--- src/rtl/pctl_pkg.sv ---
package pctl_pkg;
  localparam int OPC_W = 4;

  localparam logic [OPC_W-1:0] OPC_NOP   = 4'd0;
  localparam logic [OPC_W-1:0] OPC_ADD   = 4'd1;
  localparam logic [OPC_W-1:0] OPC_SUB   = 4'd2;
  localparam logic [OPC_W-1:0] OPC_AND   = 4'd3;
  localparam logic [OPC_W-1:0] OPC_OR    = 4'd4;
  localparam logic [OPC_W-1:0] OPC_ADDI  = 4'd5;
  localparam logic [OPC_W-1:0] OPC_ORI   = 4'd6;
  localparam logic [OPC_W-1:0] OPC_LOAD  = 4'd7;
  localparam logic [OPC_W-1:0] OPC_STORE = 4'd8;
  localparam logic [OPC_W-1:0] OPC_BEQ   = 4'd9;

  typedef struct packed {
    logic       extSel;
    logic       aluSrc;
    logic [1:0] aluOp;
    logic       dstSel;
  } exCtl_t;

  typedef struct packed {
    logic memWrite;
    logic memRead;
    logic branch;
  } memCtl_t;

  typedef struct packed {
    logic memToReg;
    logic regWrite;
  } wbCtl_t;

  typedef struct packed {
    exCtl_t  ex;
    memCtl_t mem;
    wbCtl_t  wb;
  } ctlBundle_t;

  // strobes from the interlock to the stage registers
  typedef struct packed {
    logic holdFetch;
    logic bubble;
  } strobe_t;

  typedef enum logic [1:0] {
    FWD_RF    = 2'd0,
    FWD_MEMWB = 2'd1,
    FWD_EXMEM = 2'd2
  } fwdSel_t;
endpackage

--- src/rtl/pctl_decode.sv ---
module pctl_decode
  import pctl_pkg::*;
(
  input  logic             clk,
  input  logic             rst,
  input  logic [OPC_W-1:0] opcode,
  output ctlBundle_t       bundle
);
  always_comb begin
    bundle = '0;
    unique case (opcode)
      OPC_ADD:   begin bundle.ex = '{1'b0, 1'b0, 2'd0, 1'b1}; bundle.wb.regWrite = 1'b1; end
      OPC_SUB:   begin bundle.ex = '{1'b0, 1'b0, 2'd1, 1'b1}; bundle.wb.regWrite = 1'b1; end
      OPC_AND:   begin bundle.ex = '{1'b0, 1'b0, 2'd2, 1'b1}; bundle.wb.regWrite = 1'b1; end
      OPC_OR:    begin bundle.ex = '{1'b0, 1'b0, 2'd3, 1'b1}; bundle.wb.regWrite = 1'b1; end
      OPC_ADDI:  begin bundle.ex = '{1'b1, 1'b1, 2'd0, 1'b0}; bundle.wb.regWrite = 1'b1; end
      OPC_ORI:   begin bundle.ex = '{1'b0, 1'b1, 2'd3, 1'b0}; bundle.wb.regWrite = 1'b1; end
      OPC_LOAD:  begin
        bundle.ex = '{1'b1, 1'b1, 2'd0, 1'b0};
        bundle.mem.memRead = 1'b1;
        bundle.wb = '{1'b1, 1'b1};
      end
      OPC_STORE: begin bundle.ex = '{1'b1, 1'b1, 2'd0, 1'b0}; bundle.mem.memWrite = 1'b1; end
      OPC_BEQ:   begin bundle.ex = '{1'b0, 1'b0, 2'd1, 1'b0}; bundle.mem.branch = 1'b1; end
      default:   bundle = '0;
    endcase
  end

  // a no-op must leave every control benign
  a_r1_nop_benign: assert property (@(posedge clk) disable iff (rst)
    (opcode == OPC_NOP) |-> (bundle == '0));

  // stores never write the register file
  a_r1_store_no_regwrite: assert property (@(posedge clk) disable iff (rst)
    (opcode == OPC_STORE) |-> (!bundle.wb.regWrite && bundle.mem.memWrite));
endmodule

--- src/rtl/pctl_stages.sv ---
module pctl_stages
  import pctl_pkg::*;
#(
  parameter int REG_W = 5
) (
  input  logic             clk,
  input  logic             rst,
  input  strobe_t          strobe,
  input  ctlBundle_t       idBundle,
  input  logic [REG_W-1:0] idRs,
  input  logic [REG_W-1:0] idRt,
  input  logic [REG_W-1:0] idRd,
  output ctlBundle_t       exBundle,
  output logic [REG_W-1:0] exRs,
  output logic [REG_W-1:0] exRt,
  output logic [REG_W-1:0] exDest,
  output memCtl_t          memCtl,
  output wbCtl_t           memWbCtl,
  output logic [REG_W-1:0] memDest,
  output wbCtl_t           wbCtl,
  output logic [REG_W-1:0] wbDest
);
  logic [REG_W-1:0] exRd;

  // decode -> execute: the bubble zeroes the bundle and the register fields
  always_ff @(posedge clk) begin
    if (rst || strobe.bubble) begin
      exBundle <= '0;
      exRs     <= '0;
      exRt     <= '0;
      exRd     <= '0;
    end else begin
      exBundle <= idBundle;
      exRs     <= idRs;
      exRt     <= idRt;
      exRd     <= idRd;
    end
  end

  // the destination select is an execute control
  assign exDest = exBundle.ex.dstSel ? exRd : exRt;

  // execute -> memory: the execute part is dropped here
  always_ff @(posedge clk) begin
    if (rst) begin
      memCtl   <= '0;
      memWbCtl <= '0;
      memDest  <= '0;
    end else begin
      memCtl   <= exBundle.mem;
      memWbCtl <= exBundle.wb;
      memDest  <= exDest;
    end
  end

  // memory -> writeback
  always_ff @(posedge clk) begin
    if (rst) begin
      wbCtl  <= '0;
      wbDest <= '0;
    end else begin
      wbCtl  <= memWbCtl;
      wbDest <= memDest;
    end
  end

  // reset leaves every stage benign
  a_r10_reset_clears: assert property (@(posedge clk)
    rst |=> (exBundle == '0 && memCtl == '0 && memWbCtl == '0 && wbCtl == '0));

  // a requested bubble reaches execute as an all-zero bundle
  a_r6_bubble_zero: assert property (@(posedge clk) disable iff (rst)
    strobe.bubble |=> (exBundle == '0));
endmodule

--- src/rtl/pctl_hazard.sv ---
module pctl_hazard
  import pctl_pkg::*;
#(
  parameter int REG_W = 5
) (
  input  logic             clk,
  input  logic             rst,
  input  logic [REG_W-1:0] idRs,
  input  logic [REG_W-1:0] idRt,
  input  logic             exRegWrite,
  input  logic             exMemRead,
  input  logic [REG_W-1:0] exRs,
  input  logic [REG_W-1:0] exRt,
  input  logic [REG_W-1:0] exDest,
  input  logic             memRegWrite,
  input  logic [REG_W-1:0] memDest,
  input  logic             wbRegWrite,
  input  logic [REG_W-1:0] wbDest,
  output strobe_t          strobe,
  output fwdSel_t          fwdA,
  output fwdSel_t          fwdB
);
  localparam int NUM_SRC = 2;

  logic loadUse;
  logic [REG_W-1:0] exSrc [NUM_SRC];
  fwdSel_t          fwdSel [NUM_SRC];

  assign loadUse = exRegWrite && exMemRead && (exDest != '0) &&
                   ((exDest == idRs) || (exDest == idRt));

  assign strobe.holdFetch = loadUse;
  assign strobe.bubble    = loadUse;

  assign exSrc[0] = exRs;
  assign exSrc[1] = exRt;

  for (genvar i = 0; i < NUM_SRC; i++) begin : g_fwd
    logic hitMem, hitWb;
    assign hitMem = memRegWrite && (memDest != '0) && (memDest == exSrc[i]);
    assign hitWb  = wbRegWrite  && (wbDest  != '0) && (wbDest  == exSrc[i]);
    assign fwdSel[i] = hitMem ? FWD_EXMEM : (hitWb ? FWD_MEMWB : FWD_RF);
  end

  assign fwdA = fwdSel[0];
  assign fwdB = fwdSel[1];

  // the interlock never holds two cycles in a row
  a_r6_single_stall: assert property (@(posedge clk) disable iff (rst)
    strobe.holdFetch |=> !strobe.holdFetch);

  // a stall is only ever caused by a load sitting in execute
  a_r5_stall_needs_load: assert property (@(posedge clk) disable iff (rst)
    strobe.holdFetch |-> (exMemRead && exRegWrite));

  // register 0 is never a forwarding source
  a_r9_no_zero_fwd: assert property (@(posedge clk) disable iff (rst)
    ((fwdA != FWD_RF) |-> (exRs != '0)) and ((fwdB != FWD_RF) |-> (exRt != '0)));

  // the younger producer wins when both match
  a_r8_exmem_priority: assert property (@(posedge clk) disable iff (rst)
    (memRegWrite && wbRegWrite && memDest == wbDest && memDest == exRs && exRs != '0)
      |-> (fwdA == FWD_EXMEM));
endmodule

--- src/rtl/pipe_ctrl_top.sv ---
module pipe_ctrl_top
  import pctl_pkg::*;
#(
  parameter int REG_W = 5
) (
  input  logic             clk,
  input  logic             rst,
  input  logic [3:0]       idOpcode,
  input  logic [REG_W-1:0] idRs,
  input  logic [REG_W-1:0] idRt,
  input  logic [REG_W-1:0] idRd,
  output logic             holdFetch,
  output logic             exExtSel,
  output logic             exAluSrc,
  output logic [1:0]       exAluOp,
  output logic             exDstSel,
  output logic             memWrite,
  output logic             memRead,
  output logic             memBranch,
  output logic             wbMemToReg,
  output logic             wbRegWrite,
  output logic [REG_W-1:0] wbDest,
  output logic [1:0]       fwdA,
  output logic [1:0]       fwdB
);
  ctlBundle_t       idBundle, exBundle;
  memCtl_t          memCtl;
  wbCtl_t           memWbCtl, wbCtl;
  strobe_t          strobe;
  logic [REG_W-1:0] exRs, exRt, exDest, memDest;
  fwdSel_t          selA, selB;

  pctl_decode u_decode (
    .clk    (clk),
    .rst    (rst),
    .opcode (idOpcode),
    .bundle (idBundle)
  );

  pctl_stages #(.REG_W(REG_W)) u_stages (
    .clk      (clk),
    .rst      (rst),
    .strobe   (strobe),
    .idBundle (idBundle),
    .idRs     (idRs),
    .idRt     (idRt),
    .idRd     (idRd),
    .exBundle (exBundle),
    .exRs     (exRs),
    .exRt     (exRt),
    .exDest   (exDest),
    .memCtl   (memCtl),
    .memWbCtl (memWbCtl),
    .memDest  (memDest),
    .wbCtl    (wbCtl),
    .wbDest   (wbDest)
  );

  pctl_hazard #(.REG_W(REG_W)) u_hazard (
    .clk         (clk),
    .rst         (rst),
    .idRs        (idRs),
    .idRt        (idRt),
    .exRegWrite  (exBundle.wb.regWrite),
    .exMemRead   (exBundle.mem.memRead),
    .exRs        (exRs),
    .exRt        (exRt),
    .exDest      (exDest),
    .memRegWrite (memWbCtl.regWrite),
    .memDest     (memDest),
    .wbRegWrite  (wbCtl.regWrite),
    .wbDest      (wbDest),
    .strobe      (strobe),
    .fwdA        (selA),
    .fwdB        (selB)
  );

  assign holdFetch  = strobe.holdFetch;
  assign exExtSel   = exBundle.ex.extSel;
  assign exAluSrc   = exBundle.ex.aluSrc;
  assign exAluOp    = exBundle.ex.aluOp;
  assign exDstSel   = exBundle.ex.dstSel;
  assign memWrite   = memCtl.memWrite;
  assign memRead    = memCtl.memRead;
  assign memBranch  = memCtl.branch;
  assign wbMemToReg = wbCtl.memToReg;
  assign wbRegWrite = wbCtl.regWrite;
  assign fwdA       = selA;
  assign fwdB       = selB;
endmodule

--- config.mk ---
export PLATFORM = sky130hd
export DESIGN_NAME = pipe_ctrl_top
export DESIGN_NICKNAME = d
export VERILOG_FILES = /design/src/rtl/pctl_pkg.sv /design/src/rtl/pctl_decode.sv /design/src/rtl/pctl_stages.sv /design/src/rtl/pctl_hazard.sv /design/src/rtl/pipe_ctrl_top.sv
export SDC_FILE = /design/constraint.sdc
export NUM_CORES = 1
export LEC_CHECK = 0
export BUFFER_PORTS_ARGS = -buffer_cell sky130_fd_sc_hd__buf_4
export CAP_MARGIN = 20
export CORE_ASPECT_RATIO = 0.5
export CORE_MARGIN = 1
export CORE_UTILIZATION = 50
export DETAILED_ROUTE_END_ITERATION = 12
export PLACE_DENSITY_LB_ADDON = 0.08
export SYNTH_ARGS = -nofsm -noshare
export SYNTH_HDL_FRONTEND = slang
export SYNTH_SLANG_ARGS = --single-unit
--- constraint.sdc ---
create_clock -name clk -period 6 [get_ports clk]
set_clock_uncertainty 0.1 [all_clocks]
set_input_delay 1.2 -clock clk [delete_from_list [all_inputs] [get_ports clk]]
set_output_delay 1.2 -clock clk [all_outputs]
set_load 0.01 [all_outputs]
======== Yosys cells after proc, flatten, opt, wreduce, memory -nomap -nowiden ========
Index checks and enable logic that the tools add are counted.
storage, ports and cells
  word-level logic and storage cells ...... 60
  bits in latches ......................... 0
  memory bits (writable) .................. 0
  output and inout port bits .............. 20
  memories kept ........................... 0
  input bits .............................. 21
  flip-flop bits (word level) ............. 40
  memory bits (read-only) ................. 0
operators by class
  $lt $le $gt $ge ......................... 0
  multiply operators ...................... 0
  divide/modulo/power cells ............... 0
  equal/unequal tests ..................... 15
  mux-type cells .......................... 10
  reduce and logical (&&, ||, !) cells .... 16
  shifts and indexed selects .............. 0
  add/subtract/negate cells ............... 0
  bitwise logic cells ..................... 0
operators by type and width
  operator              count
  $pmux W5 S7           1
  $eq A5 B5 Y1          6
  $eq A4 B3 Y1 const B  4
  $reduce_bool A5 Y1    3
  $logic_and A1 B1 Y1   9
  $eq A4 B2 Y1 const B  2
  $eq A4 B4 Y1 const B  2
  $reduce_or A7 Y1      1
  $mux W1               6
  $mux W5               1
  $eq A4 B1 Y1 const B  1
  $mux W2               2
  $reduce_or A3 Y1      1
  $logic_or A1 B1 Y1    2

======== Depth between registers and ports, before layout ========
Gate-level depths: netlist of the first run.
  word-level depth ........................ 5
  depth in mapped cells ................... 7
  mapped depth without buffers ............ 5

======== Cells and area by module ========
A second synthesis of the first run with hierarchy kept.
unflattened totals
  cell total of the unflattened synthesis .. 166
  area, all modules ....................... 1745.4 um2
by module, submodules not included
  module       area each (um2)  cells each  times used  sequential area each (um2)
  pctl_stages  1198.6           93          1           840.8
  pctl_hazard  424.2            53          1           0.0
  pctl_decode  122.6            20          1           0.0

======== Worst setup path before layout of the first run ========
No wires, ideal clock.
  path kind ............................... input to output
  from .................................... in idRs[3]
  to ...................................... out holdFetch
  stages .................................. 4
  arrival ................................. 1.969 ns
  path buffers ............................ 0
  setup slack ............................. 2.731 ns
  data required time ...................... 4.700 ns
  cell sequence ........................... xor2_1 > nand3_1 > nor4_4 > or2_1
between the ends
  word-level cells in the longest chain between the ends .. 3
RTL lines
  element              RTL line             text
  start, declared      pipe_ctrl_top.sv:9   input logic [REG_W-1:0] idRs,
  $eq A5 B5 Y1         pctl_hazard.sv:30    ((exDest == idRs) || (exDest == idRt));
  $logic_or A1 B1 Y1   pctl_hazard.sv:30
  $logic_and A1 B1 Y1  pctl_hazard.sv:29    assign loadUse = exRegWrite && exMemRead && (exDest != '0) &&
  end, declared        pipe_ctrl_top.sv:12  output logic holdFetch,
No other way between the ends.

======== Worst setup path after layout of the first run ========
  from .................................... in idRs[0]
  to ...................................... out holdFetch
Same word-level chain as after synthesis.

==> impl_metrics.tcl, run 1 <==
set metrics [dict create \
    r2r_setup_slack_ns 3.85 \
    hold_start "u_stages.exBundle[4]$_SDFF_PP0_" \
    regArea_um2 800.8 \
    fin_area_mm2 0.002120 \
    worst_slack_ns 2.297 \
    yosys_warnings 0 \
    worst_pin_slew_ns 0.3941 \
    slew_violations 0 \
    hold_violations 0 \
    critPathKind "input pin to output port" \
    critPathTopFamily "buffers and inverters" \
    finalCriticalPeriod_ns 3.703 \
    dpl.hpwl_um 2492 \
    n_fill_cell 266 \
    grt_pass1_wl_um 5671 \
    avgViaCountPerCell 5.436 \
    clk_latency_ns 0.28 \
    cts_resized 0 \
    post-cts-setup-buffers 0 \
    cp_cell_sequence "buf_4 > xor2_1 > nand3_1 > nor4_4 > buf_4 > or2_1 > buf_4" \
    dr.first_iter.drc_count 65 \
    ys_ff_latch 40 \
    cts_buffers 5 \
    grt_remaining_overflow 0 \
    drive_above_1_share 0.2687 \
    die_w_um 85.41 \
    multi_input_area_um2 857.1 \
    cts_tree "built" \
    end_kind "output port" \
    dp_slack_ns 2.304 \
    hold_path_end "u_stages.memCtl[2]$_SDFF_PP0_" \
    routed_wl_um 3427 \
    crit_required_ns 4.70 \
    reg2reg_depth 6 \
    ir_drop_v 0.0001396 \
    final_util 0.6722 \
    htree_levels 2 \
    grt_antenna_before_repair 0 \
    crit_fanout 25 \
    cp_slowest_cell "buf_4" \
    fp.dieH_um 43.71 \
    io_pins 41 \
    reg2reg_to "u_stages.exBundle[9]$_SDFF_PP0_" \
    place_area_mm2 0.002023 \
    max_stage_delay_ns 0.31 \
    power.density_mw_per_mm2 254.2 \
    cts-root-buf "clkbuf_8" \
    critPathBufInv 3 \
    synthCells 165 \
    fin_crit_sh 0.6171 \
    crit_top_cell "buf_4" \
    setup_tns_ns 0 \
    coreArea_mm2 0.003153 \
    syn_nets 186 \
    dr_total_vias 1310 \
    synth_seq_area_share 0.4604 \
    final_antenna_net_count 0 \
    setup_viol 0 \
    grtUsageTotal 0.2074 \
    hold_path_class "register to register" \
    area_growth_pct 21.87 \
    grt_max_degree 39 \
    port-buffer-count 40 \
    startpoint_type "input pin" \
    cp.arrival_ns 2.40 \
    cts.clk_slew.worst_paths_ns 0.07 \
    leakage_uw 0.0008916 \
    rsz0062_at_grt "no" \
    ys_types 26 \
    place.gp.congestion 0.8542 \
    outcome "finished, final reports clean" \
    relSlewSlack 0.7297 \
    fmax_mhz 270.1 \
    crit_start "idRs[0]" \
    maxCapViolCount 0 \
    grt_pass1_vias 1233 \
    cts-hold-fix-buffers 0 \
    wl_per_cell_um 14.22 \
    final_nets 222 \
    dr.pass1.iters 4 \
    initial_utilization 0.5516 \
    cts.sinks 40 \
    route.detailed.drc 0 \
    diodes 0 \
    crit-reg2reg-launch "u_stages.exBundle[5]$_SDFF_PP0_" \
    cts_buffer_depth 2 \
    design.die.area_mm2 0.003733 \
    netlist_area_mm2 0.001739 \
    hold_depth 1 \
    fin_hold_ws_ns 0.3430 \
    postSynthAreaPerCell_um2 10.54 \
    num_rows 14 \
]
-- where the power goes --
| part | leakage [µW] | total, µW | switching (µW) | internal [µW] |
|---|---|---|---|---|
| Combinational | 0.000512 | 62.3 | 28.0 | 34.2 |
| Clock | 0.0000503 | 188 | 85.8 | 102 |
| Sequential | 0.000329 | 288 | 11.7 | 277 |
| Total | 0.000892 | 539 | 126 | 413 |
-- area by class of cell --
| cell class | count | share of cell area |
|---|---|---|
| well taps | 40 | 0.02361 |
| repair buffers | 42 | 0.1488 |
| multi-input cells | 112 | 0.4044 |
| flip-flops and latches | 40 | 0.3778 |
| clock buffers | 7 | 0.04545 |
-- cells in the mapped netlist --
cell type / number / share of area
nand3b_1: 3 / 0.013
o21ai_0: 4 / 0.012
nor2_1: 8 / 0.017
nand2_1: 4 / 0.0086
nand2b_1: 1 / 0.0036
nor4_4: 2 / 0.024
buf_2: 2 / 0.0058
or4_1: 4 / 0.017
mux2i_2: 3 / 0.024
o31a_1: 1 / 0.0050
clkbuf_1: 4 / 0.0086
buf_6: 1 / 0.0065
xnor2_1: 10 / 0.050
nor3_1: 3 / 0.0086
buf_4: 6 / 0.026
nor4b_1: 17 / 0.086
a2111oi_0: 1 / 0.0050
nand4_1: 1 / 0.0036
xor2_1: 20 / 0.10
or2_1: 1 / 0.0036
nand3_1: 4 / 0.012
nor4_1: 10 / 0.036
mux2i_1: 3 / 0.017
nor2b_1: 11 / 0.040
dfxtp_1: 40 / 0.46
or4bb_1: 1 / 0.0065
-- layout by cell type, fill, tap and decap left out, drive strengths merged --
cell type	synthesis	final
o21ai	4	4
buf	9	42
or4bb	1	1
nor2	8	8
nand2	4	4
nand3b	3	3
or2	1	1
nand4	1	1
nand3	4	4
dfxtp	40	40
or4	4	4
clkbuf	4	7
mux2i	6	6
nand2b	1	1
nor4b	17	17
nor4	12	12
o31a	1	1
a2111oi	1	1
nor2b	11	11
xnor2	10	10
xor2	20	20
nor3	3	3
-- metrics by stage --
stage | total power, µW | cells
finish | 538.7 | 241
global placement | 355.2 | 234
floorplan | 332.5 | 165
global route | 561.0 | 241
CTS | 541.2 | 241
detailed placement | 356.9 | 234
-- cell families after synthesis --
family          synth area share
compound gates           0.02159
simple gates              0.2791
buf+inv                  0.04676
xor+xnor                  0.1511
flops                     0.4604
mux                      0.04101
-- routing by layer --
layer | global-route usage | routed length, µm | vias to the layer above
li1 | - | - | 656
met1 | 0.2536 | 1611 | 609
met2 | 0.3536 | 1559 | 41
met3 | 0.06857 | 238 | 4
met4 | 0.07000 | 19 | 0
met5 | 0 | 0 | -
-- worst max-delay path by stage --
stage / slack (ns) / cells after the start / end
2_1_floorplan: 2.73 / 4 / holdFetch
3_3_place_gp: 2.32 / 7 / holdFetch
3_5_place_dp: 2.30 / 7 / holdFetch
4_1_cts: 2.29 / 7 / holdFetch
5_1_grt: 2.22 / 7 / holdFetch
6_report: 2.30 / 7 / holdFetch
-- flip-flops by register name, indices dropped and copies added (netlist names) --
name / flops
u_stages.memWbCtl: 1
u_stages.exRs: 5
u_stages.exRt: 5
u_stages.wbDest: 5
u_stages.memDest: 5
u_stages.memCtl: 3
u_stages.exRd: 5
u_stages.wbCtl: 2
u_stages.exBundle: 9
-- worst register-to-register path, delay by kind of cell (launching register included) --
family	cells	cell delay [ns]
flip-flops	1	0.58
multiplexers	1	0.38
AND/OR/NAND/NOR	2	0.35
buffers and inverters	1	0.31
XOR/XNOR	1	0.18
AO/OA/AOI/OAI	1	0.11
No activity file was read; power rests on OpenSTA's default activity.
==> run 2, diff against run 1 <==
CORE_UTILIZATION = 47   (was 50)
clock period = 3.2 ns   (was 6 ns; I/O delays follow)
==> run 2 against run 1 <==
  * Design area rose by 0.35%
  * Combinational power rose by 89%
  * Critical path depth decreased by 1
  * Global-route usage decreased by 1.2 points
  * Non-clock buffer count unchanged
  * Sequential share of layout area decreased by 0.13 points
  * Count of clock-buffer cells in the layout is 1 higher
  * Largest cell class unchanged
  * Critical path type is now register to output port
  * Final cell count up 5.0%
  * Highest routed layer unchanged
  * Power is 84% higher
  * Flip-flop and latch count stayed put
  * First-iteration DRC count shrank 23%
==> impl_metrics.tcl, run 2 (synthesis results as in run 1) <==
set metrics [dict create \
    outcome "finished, final reports clean" \
    dr.pass1.iters 4 \
    clk_latency_ns 0.28 \
    hold_path_class "register to register" \
    grt_pass1_vias 1190 \
    end_kind "output port" \
    grtUsageTotal 0.1951 \
    io_pins 41 \
    cp.arrival_ns 2.03 \
    crit_required_ns 2.46 \
    route.detailed.drc 0 \
    grt_max_degree 39 \
    die_w_um 88.03 \
    fin_crit_sh 0.8665 \
    worst_pin_slew_ns 0.3784 \
    maxCapViolCount 0 \
    design.die.area_mm2 0.003962 \
    top_register "u_stages.exBundle" \
    routed_wl_um 3438 \
    grt_antenna_before_repair 0 \
    dr.first_iter.drc_count 50 \
    worst_slack_ns 0.4272 \
    cts.clk_slew.worst_paths_ns 0.07 \
    cts_buffer_depth 2 \
    cts.sinks 40 \
    cts_resized 0 \
    dp_slack_ns 0.7289 \
    layout_commonest_cell "buf_4" \
    setup_viol 0 \
    rsz0062_at_grt "no" \
    startpoint_type "register" \
    finalCriticalPeriod_ns 2.773 \
    initial_utilization 0.4982 \
    layout_common_cells "buf_4 (42), dfxtp_1 (40), xor2_1 (20)" \
    power.density_mw_per_mm2 465.2 \
    place.gp.congestion 0.8494 \
    relSlewSlack 0.7405 \
    grt_pass1_wl_um 5582 \
    leakage_uw 0.0008868 \
    p_total_uw 989.6 \
    ir_drop_v 0.0002554 \
    drive_above_1_share 0.2624 \
    fin_hold_ws_ns 0.3359 \
    cts-root-buf "clkbuf_8" \
    final_util 0.6093 \
    hold_violations 0 \
    area_growth_pct 22.30 \
    largest_reg_flops 9 \
    fmax_mhz 360.6 \
    avgViaCountPerCell 5.154 \
    port-buffer-count 40 \
    diodes 0 \
    slew_violations 0 \
    final_nets 222 \
    dr_total_vias 1304 \
    critPathKind "register to output port" \
    cts-hold-fix-buffers 0 \
    final_antenna_net_count 0 \
    htree_levels 2 \
    setup_tns_ns 0 \
    post-cts-setup-buffers 0 \
    crit_fanout 8 \
    grt_remaining_overflow 0 \
    cts_tree "built" \
    dpl.hpwl_um 2488 \
    wl_per_cell_um 13.59 \
    fp.dieH_um 45.02 \
    cts_buffers 5 \
    num_rows 15 \
    coreArea_mm2 0.003491 \
]
-- run 2: cell count changes in the layout (fill, tap and decap cells not counted) --
| cell | before | now |
|---|---|---|
| clkbuf_1 | 0 | 2 |
| clkbuf_8 | 7 | 6 |
-- run 2: layout make-up --
cell class | instances | area [µm²]
Tap cell | 51 | 63.81
Clock buffer | 8 | 90.09
Multi-Input combinational cell | 112 | 857.1
Sequential cell | 40 | 800.8
Fill cell | 309 | 1364
Timing Repair Buffer | 42 | 315.3
-- run 2: power by group --
| group | total [µW] | switching [µW] | internal, µW | leakage, µW |
|---|---|---|---|---|
| clock network | 332 | 156 | 176 | 0.0000455 |
| registers | 540 | 21.6 | 519 | 0.000329 |
| logic | 118 | 53.4 | 64.2 | 0.000512 |
| total | 990 | 231 | 759 | 0.000887 |
-- run 2: metrics by stage --
step	area, µm²	instances
6_report	2127	253
3_3_place_gp	2037	245
3_5_place_dp	2037	245
2_1_floorplan	1739	165
5_1_grt	2127	253
4_1_cts	2127	253
-- run 2: path summary, 6_finish.rpt --
kind	depth (start not counted)	slack, ns	from	to
worst max register to register	6	1.05	u_stages.exBundle[5]$_SDFF_PP0_	u_stages.exBundle[9]$_SDFF_PP0_
worst min-delay path	1	0.34	u_stages.exBundle[4]$_SDFF_PP0_	u_stages.memCtl[2]$_SDFF_PP0_
worst min register to register	1	0.34	u_stages.exBundle[4]$_SDFF_PP0_	u_stages.memCtl[2]$_SDFF_PP0_
worst max-delay path	6	0.43	u_stages.exBundle[5]$_SDFF_PP0_	holdFetch
-- run 2: critical path, stage by stage (launching register included) --
cell and delay [ns]:
dfxtp_1 0.57, mux2i_2 0.37, xor2_1 0.18, nand3_1 0.14, nor4_4 0.24, or2_1 0.14
buf_4 0.11
-- run 2: metal layers --
layer,track usage,up-vias,share of wire
met5,0,-,0
met3,0.06947,7,0.052
met4,0.07419,0,0.0087
met2,0.2961,36,0.43
li1,-,657,-
met1,0.2588,604,0.51
